==> src/rtl/psub_pwr_pkg.sv <==
package psub_pwr_pkg;
   typedef enum logic [2:0] {
      ST_ACTIVE  = 3'd0,
      ST_SHALLOW = 3'd1,
      ST_RETAIN  = 3'd2,
      ST_DEEP    = 3'd3,
      ST_REBOOT  = 3'd4
   } pwr_state_t;

   localparam logic [1:0] VS_LOW    = 2'b00;
   localparam logic [1:0] VS_MED    = 2'b01;
   localparam logic [1:0] VS_HIGH   = 2'b10;
   localparam logic [1:0] CS_OSC    = 2'b11;

   localparam logic [1:0] MODE_RUN  = 2'd0;
   localparam logic [1:0] MODE_LITE = 2'd1;
   localparam logic [1:0] MODE_FULL = 2'd2;
endpackage

==> src/rtl/psub_pwr_req_regs.sv <==
module psub_pwr_req_regs
   import psub_pwr_pkg::*;
(
   input  logic       clk,
   input  logic       rst_n,
   input  logic       sw_wr,
   input  logic [1:0] sw_mode,
   input  logic       sw_start,
   input  logic [1:0] sw_vset,
   input  logic       in_active,
   input  logic       reboot_load,
   output logic [1:0] mode_q,
   output logic       start_q,
   output logic [1:0] vset_q
);
   always_ff @(posedge clk or negedge rst_n) begin
      if (!rst_n) begin
         mode_q  <= MODE_RUN;
         start_q <= 1'b0;
         vset_q  <= VS_MED;
      end else begin
         start_q <= 1'b0;
         if (reboot_load) begin
            vset_q <= VS_MED;
         end else if (sw_wr && in_active) begin
            mode_q  <= sw_mode;
            start_q <= sw_start;
            if (sw_vset != CS_OSC) vset_q <= sw_vset;
         end
      end
   end
endmodule

==> src/rtl/psub_pwr_fsm.sv <==
module psub_pwr_fsm
   import psub_pwr_pkg::*;
#(
   parameter int RET_TIMEOUT = 4,
   parameter int RST_CYCLES  = 2
) (
   input  logic       clk,
   input  logic       rst_n,
   input  logic       start_q,
   input  logic [1:0] mode_q,
   input  logic       sts_busy,
   input  logic       irq_any,
   input  logic       hw_rst_req,
   input  logic       ret_done,
   output pwr_state_t state,
   output logic       ret_first,
   output logic       wake_evt,
   output logic       wake_hw,
   output logic       reboot_load
);
   localparam int CNT_MAX = (RET_TIMEOUT > RST_CYCLES) ? RET_TIMEOUT : RST_CYCLES;
   localparam int CW      = $clog2(CNT_MAX + 1);
   localparam logic [CW-1:0] RET_LAST = CW'(RET_TIMEOUT - 1);
   localparam logic [CW-1:0] RST_LAST = CW'(RST_CYCLES - 1);

   pwr_state_t    nxt;
   logic [CW-1:0] cnt, cnt_nxt;
   logic          deep_wake;

   assign deep_wake   = (state == ST_DEEP) && (irq_any || hw_rst_req);
   assign reboot_load = deep_wake;
   assign wake_hw     = deep_wake && hw_rst_req;
   assign wake_evt    = deep_wake || ((state == ST_SHALLOW) && irq_any);
   assign ret_first   = (state == ST_RETAIN) && (cnt == '0);

   always_comb begin
      nxt     = state;
      cnt_nxt = cnt;
      unique case (state)
         ST_ACTIVE: begin
            if (start_q && !sts_busy) begin
               if (mode_q == MODE_LITE) nxt = ST_SHALLOW;
               else if (mode_q == MODE_FULL) begin
                  nxt     = ST_RETAIN;
                  cnt_nxt = '0;
               end
            end
         end
         ST_SHALLOW: if (irq_any) nxt = ST_ACTIVE;
         ST_RETAIN: begin
            if (ret_done || cnt == RET_LAST) nxt = ST_DEEP;
            else cnt_nxt = cnt + 1'b1;
         end
         ST_DEEP: begin
            if (deep_wake) begin
               nxt     = ST_REBOOT;
               cnt_nxt = '0;
            end
         end
         ST_REBOOT: begin
            if (cnt == RST_LAST) nxt = ST_ACTIVE;
            else cnt_nxt = cnt + 1'b1;
         end
         default: nxt = ST_ACTIVE;
      endcase
   end

   always_ff @(posedge clk or negedge rst_n) begin
      if (!rst_n) begin
         state <= ST_ACTIVE;
         cnt   <= '0;
      end else begin
         state <= nxt;
         cnt   <= cnt_nxt;
      end
   end
endmodule

==> src/rtl/psub_pwr_wake_log.sv <==
module psub_pwr_wake_log #(
   parameter int NUM_IRQ = 4
) (
   input  logic               clk,
   input  logic               rst_n,
   input  logic               wake_evt,
   input  logic               wake_hw,
   input  logic [NUM_IRQ-1:0] irq,
   input  logic               clr,
   output logic [NUM_IRQ:0]   sts,
   output logic               busy
);
   assign busy = |sts;

   always_ff @(posedge clk or negedge rst_n) begin
      if (!rst_n) sts <= '0;
      else if (wake_evt) sts <= sts | {wake_hw, irq};
      else if (clr) sts <= '0;
   end
endmodule

==> src/rtl/psub_pwr_outdec.sv <==
module psub_pwr_outdec
   import psub_pwr_pkg::*;
#(
   parameter int NUM_DOM = 3
) (
   input  pwr_state_t         state,
   input  logic [1:0]         vset_q,
   input  logic               ret_first,
   output logic [1:0]         clk_sel,
   output logic [1:0]         vsel,
   output logic               conv_en,
   output logic               cpu_clk_en,
   output logic [NUM_DOM-1:0] dom_en,
   output logic               ret_req,
   output logic               sub_rst
);
   logic powered;

   assign powered    = (state != ST_DEEP);
   assign conv_en    = powered;
   assign cpu_clk_en = powered;
   assign vsel       = vset_q;
   assign clk_sel    = (state == ST_SHALLOW || state == ST_DEEP) ? CS_OSC : vset_q;
   assign ret_req    = ret_first;
   assign sub_rst    = (state == ST_REBOOT);

   for (genvar g = 0; g < NUM_DOM; g++) begin : g_dom
      assign dom_en[g] = powered;
   end
endmodule

==> src/rtl/psub_pwr_ctrl.sv <==
module psub_pwr_ctrl
   import psub_pwr_pkg::*;
#(
   parameter int NUM_IRQ     = 4,
   parameter int NUM_DOM     = 3,
   parameter int RET_TIMEOUT = 4,
   parameter int RST_CYCLES  = 2
) (
   input  logic               clk,
   input  logic               rst_n,
   input  logic               sw_wr,
   input  logic [1:0]         sw_mode,
   input  logic               sw_start,
   input  logic [1:0]         sw_vset,
   input  logic               sw_sts_clr,
   input  logic [NUM_IRQ-1:0] irq,
   input  logic               hw_rst_req,
   input  logic               ret_done,
   output logic               start_o,
   output logic [1:0]         clk_sel,
   output logic [1:0]         vsel,
   output logic               conv_en,
   output logic               cpu_clk_en,
   output logic [NUM_DOM-1:0] dom_en,
   output logic               ret_req,
   output logic               sub_rst,
   output logic [NUM_IRQ:0]   wake_sts
);
   if (NUM_IRQ < 1 || NUM_IRQ > 8) begin : g_bad_irq
      $error("NUM_IRQ must lie in 1..8");
   end
   if (NUM_DOM < 1) begin : g_bad_dom
      $error("NUM_DOM must be at least 1");
   end
   if (RET_TIMEOUT < 1 || RST_CYCLES < 1) begin : g_bad_cnt
      $error("RET_TIMEOUT and RST_CYCLES must be at least 1");
   end

   pwr_state_t state;
   logic [1:0] mode_q, vset_q;
   logic       start_q, ret_first, wake_evt, wake_hw, reboot_load, sts_busy;

   assign start_o = start_q;

   psub_pwr_req_regs u_regs (
      .clk(clk), .rst_n(rst_n), .sw_wr(sw_wr), .sw_mode(sw_mode),
      .sw_start(sw_start), .sw_vset(sw_vset),
      .in_active(state == ST_ACTIVE), .reboot_load(reboot_load),
      .mode_q(mode_q), .start_q(start_q), .vset_q(vset_q)
   );

   psub_pwr_fsm #(.RET_TIMEOUT(RET_TIMEOUT), .RST_CYCLES(RST_CYCLES)) u_fsm (
      .clk(clk), .rst_n(rst_n), .start_q(start_q), .mode_q(mode_q),
      .sts_busy(sts_busy), .irq_any(|irq), .hw_rst_req(hw_rst_req),
      .ret_done(ret_done), .state(state), .ret_first(ret_first),
      .wake_evt(wake_evt), .wake_hw(wake_hw), .reboot_load(reboot_load)
   );

   psub_pwr_wake_log #(.NUM_IRQ(NUM_IRQ)) u_log (
      .clk(clk), .rst_n(rst_n), .wake_evt(wake_evt), .wake_hw(wake_hw),
      .irq(irq), .clr(sw_sts_clr), .sts(wake_sts), .busy(sts_busy)
   );

   psub_pwr_outdec #(.NUM_DOM(NUM_DOM)) u_out (
      .state(state), .vset_q(vset_q), .ret_first(ret_first),
      .clk_sel(clk_sel), .vsel(vsel), .conv_en(conv_en),
      .cpu_clk_en(cpu_clk_en), .dom_en(dom_en), .ret_req(ret_req),
      .sub_rst(sub_rst)
   );
endmodule

==> config.mk <==
export PLATFORM = sky130hd
export DESIGN_NAME = psub_pwr_ctrl
export DESIGN_NICKNAME = d
export VERILOG_FILES = /design/src/rtl/psub_pwr_pkg.sv /design/src/rtl/psub_pwr_req_regs.sv /design/src/rtl/psub_pwr_fsm.sv /design/src/rtl/psub_pwr_wake_log.sv /design/src/rtl/psub_pwr_outdec.sv /design/src/rtl/psub_pwr_ctrl.sv
export SDC_FILE = /design/constraint.sdc
export NUM_CORES = 1
export LEC_CHECK = 0
export BUFFER_PORTS_ARGS = -buffer_cell sky130_fd_sc_hd__buf_2
export CAP_MARGIN = 10
export CORE_ASPECT_RATIO = 1.2
export CORE_UTILIZATION = 49
export CTS_CLUSTER_SIZE = 24
export DETAILED_ROUTE_END_ITERATION = 16
export PLACE_DENSITY = 0.82
export SLEW_MARGIN = 0
export SYNTH_ARGS = -nofsm -noshare
export SYNTH_HDL_FRONTEND = slang
export SYNTH_SLANG_ARGS = --single-unit
==> constraint.sdc <==
create_clock -name clk -period 2.65 [get_ports clk]
set_clock_uncertainty 0.1 [all_clocks]
set_input_delay 0.265 -clock clk [delete_from_list [all_inputs] [get_ports clk]]
set_output_delay 0.265 -clock clk [all_outputs]
set_load 0.01 [all_outputs]
==> metrics.md <==
| Metric | Value |
|---|---|
| Effective utilization at floorplan | 52.3% |
| Final RePlAce weighted congestion | 0.806 |
| Path type of the worst min-delay path | in -> reg |
| Total gr overflow | 0 |
| Uppermost layer routed | met4 |
| Average footprint of a synthesized cell | roughly 10 µm² |
| Top-Level Pins | 32 |
| Startpoint of the tightest hold check path | sw_mode[1] |
| Area share of the leading cell type in the synthesized netlist | 39.3% |
| Iteration-0 DRC count of the detailed router | 11 |
| Status | completed |
| Setup crit start kind | flop |
| Post-route met1 wirelength | 803 µm |
| Pwr per Cell Area | 1140 nW/µm² |
| Proportion of register bits with asynchronous set or reset after synthesis | 100% |
| Flip-flop and latch count after synthesis | 16 |
| Number of standard cells after synthesis | 94 |
| Synth area leaders | sky130_fd_sc_hd__dfrtp_1, sky130_fd_sc_hd__ha_1, sky130_fd_sc_hd__buf_4 |
| Die area | about 2100 µm² |
| Residual DRC count | 0 |
| H-Tree Level Count | 1 |
| Clock Path Buffers | 2 |
| Area used by sequential logic in the layout | 402 µm² |
| Cell area after synthesis | 956 µm² |
| Yosys Warn Count | 0 |
| Ant. Diodes | 0 |
| Leading post-synthesis cells by instance count | sky130_fd_sc_hd__dfrtp_1, sky130_fd_sc_hd__inv_1, sky130_fd_sc_hd__nand2b_1, sky130_fd_sc_hd__nor2_1, sky130_fd_sc_hd__buf_4 |
| Count of different cell masters after synthesis | 34 |
| Master cell of the clock root buffer | sky130_fd_sc_hd__clkbuf_4 |
| Peak ir drop on the vdd network | 596 µV |
| LEAKAGE | 0.555 nW |
| Min cycle time layout | approximately 2.0 ns |
| Worst R2R Start | u_fsm.cnt[0] |
| Critical path class | reg -> reg |
| Routed wire length per instance | 13.6 µm |
| Measured slew at the worst slew-check pin | roughly 0.58 ns |
| Routed Antenna Nets | 0 |
| Number of nets in the synthesized netlist | 113 |
| Leading register cell type out of synthesis | sky130_fd_sc_hd__dfrtp_1 |
| Total setup buffers inserted after CTS | 0 |
| Clock net sink count | 16 |
| Chip width | 42.3 µm |
| Post-layout nets | 144 |
| Overall routed net length | between 1.5 and 2 mm |
| Critical-path cell list | ha_1, ha_1, nor4_1, nor4_4, nand2_2, mux2_4 |
| Count of instances resized after the clock tree is built | 0 |
| Worst slack at placement | 0.603 ns |
| Share of post-route cells with drive strength above 1 | 40.3% |
| Core area | 1830 µm² |
| Crit path from | u_fsm.cnt[0] |
| Headroom to the max-slew limit | between 60% and 70% |
| Post-route standard cell area excluding fillers | 1130 µm² |
| Crit path max fanout | 3 |
| Signal arrival time at the worst endpoint | 2.13 ns |
| Total placed instance area | 1090 µm² |
| Setup violators final | 0 |
| Final Max Tran Viols | 0 |
| Final total power | 0.00128 W |
| Number of detailed-routing iterations run before antenna repair | 4 |
| Num CTS Buffers | 3 |
| Achievable frequency | 0.490 GHz |
| Sequential area share after synthesis | 42.0% |
| Most used cell along the critical path | sky130_fd_sc_hd__ha_1 |
| Initial antenna violation count | 0 |
| RSZ-0062 raised after global routing | false |
| FILL cells | roughly 170 |
| Overall global routing resource usage | roughly 21% |
| Total of buffers placed on input and output ports | 31 |
| Combined area of the multi-input logic cells | just under 500 µm² |
| Worst setup EP type | flop |
| Setup total negative slack | 0 ns |
| Final critical-path share of the clock period | 76.9% |
| TritonCTS clock tree | yes |
| Wire length of the first global-routing pass | 3.33 mm |
| Number of global-route vias before repair | ~780 |
| Number of enable-type register cells in the synthesized netlist | 0 |
| Area delta synth->final | 17.8% |
| Most area-hungry cell type in the Yosys netlist | sky130_fd_sc_hd__dfrtp_1 |
| Insertion delay of the later-clocked pin in the worst-skew pair | slightly below 0.3 ns |
| Pin count of the biggest net entering global routing | 17 |
| Count of max-cap constraint violations | 0 |
| Largest stage delay, worst path | 0.54 ns |
| Post-CTS Hold Fix Bufs | 1 |
| Final worst slack | 0.611 ns |
| Total half-perimeter wirelength after legalization and detailed placement | 1.58 mm |
| Via/cell ratio | around 5.7 |
| Via Count | 808 |
| Die height | ~50 µm |
| Row count | 17 |
| Final hold viol count | 0 |
| Wire length on met3 | between 70 and 80 µm |
| Slowest cell on crit path | sky130_fd_sc_hd__nor4_1 |
| Met2 WL | 1.02 mm |
| Worst-path clk slew | about 0.090 ns |
| Leading cell type by number of instances after synthesis | sky130_fd_sc_hd__dfrtp_1 |
| Worst EP required | 2.74 ns |
==> final timing paths <==
check,to,slack [ns],cells after the start
worst max register to register,u_fsm.state[0],0.61,6
worst min-delay path,u_regs.mode_q[1],0.1,2
worst max-delay path,u_fsm.state[0],0.61,6
worst min register to register,u_log.sts[2],0.43,1
min in group asynchronous,u_fsm.state[0],0.30,2
max in group asynchronous,u_regs.vset_q[0],1.85,2
==> report_power, final <==
part | switching [W] | internal [W]
sequential | 0.000110 | 0.000347
clock | 0.0000772 | 0.0000586
combinational | 0.000360 | 0.000332
==> cell usage in the layout, fill, tap and decap left out <==
cell type                        n
sky130_fd_sc_hd__nor3b_1         1
sky130_fd_sc_hd__nor3_2          2
sky130_fd_sc_hd__dlygate4sd3_1   1
sky130_fd_sc_hd__clkbuf_1        1
sky130_fd_sc_hd__o21ai_0         3
sky130_fd_sc_hd__nand3b_1        1
sky130_fd_sc_hd__and2_4          1
sky130_fd_sc_hd__and2_1          1
sky130_fd_sc_hd__mux2_2          2
sky130_fd_sc_hd__ha_1            4
sky130_fd_sc_hd__o21ai_1         2
sky130_fd_sc_hd__nand2_1         4
sky130_fd_sc_hd__and3_4          1
sky130_fd_sc_hd__or2_2           1
sky130_fd_sc_hd__nor4_4          1
sky130_fd_sc_hd__nand4_1         1
sky130_fd_sc_hd__a22o_1          4
sky130_fd_sc_hd__buf_2          31
sky130_fd_sc_hd__dfstp_2         1
sky130_fd_sc_hd__a21oi_1         5
sky130_fd_sc_hd__nor4b_1         2
sky130_fd_sc_hd__inv_1           7
sky130_fd_sc_hd__o21bai_1        1
sky130_fd_sc_hd__or4_4           1
sky130_fd_sc_hd__and3_1          1
sky130_fd_sc_hd__clkbuf_4        3
sky130_fd_sc_hd__mux2_4          1
sky130_fd_sc_hd__nand4b_1        1
sky130_fd_sc_hd__o21ai_2         3
sky130_fd_sc_hd__nor2_1          7
sky130_fd_sc_hd__nand2_2         1
sky130_fd_sc_hd__a22oi_2         1
sky130_fd_sc_hd__a31oi_1         2
sky130_fd_sc_hd__dfrtp_1        15
sky130_fd_sc_hd__nand2b_1        7
sky130_fd_sc_hd__o22a_1          1
sky130_fd_sc_hd__nor4_1          2
==> state kept, by name (all words and copies together) (netlist names) <==
register,flops
u_fsm.cnt,3
u_fsm.state,3
u_log.sts,5
u_regs.mode_q,2
u_regs.start_q,1
u_regs.vset_q,2
==> critical path: cells and delay by family (launching register included) <==
kind	cells	cell delay (ns)
and+or+nand+nor	3	0.74
DFF	1	0.41
adders and majority gates	2	0.40
muxes	1	0.29
==> routing by layer <==
layer  up-vias  track usage [%]
met4         0             10.9
met3         5             4.68
met2        22             35.1
met1       389             24.2
met5         -                0
li1        392                -
==> logic make-up (layout without fill, tap and decap cells) <==
group                    count (synthesis)  count (layout)  share of synthesized area [%]
AO/OA/AOI/OAI                           22              22                           16.0
adder cells (fa/ha/maj)                  4               4                           5.24
buffers and inverters                   13              43                           7.46
flip-flops                              16              16                           42.0
multiplexers                             3               3                           3.93
AND/OR/NAND/NOR                         36              36                           25.4
==> stage by stage <==
stage	cells	hold slack, ns	util (%)
after floorplan	94	-0.131	-
after CTS	143	0.103	61.6
after global placement	138	0.0919	59.6
final	143	0.0981	61.6
after global routing	143	0.103	61.6
after detailed placement	138	0.0970	59.6
==> final cells by class <==
class                           count  area share, %
Timing Repair Buffer               32           14.7
Multi-Input combinational cell     65           42.9
Tap cell                           19           2.11
Sequential cell                    16           35.7
Inverter                            7           2.33
Clock buffer                        4           2.33
(Power assumes the default switching activity.)
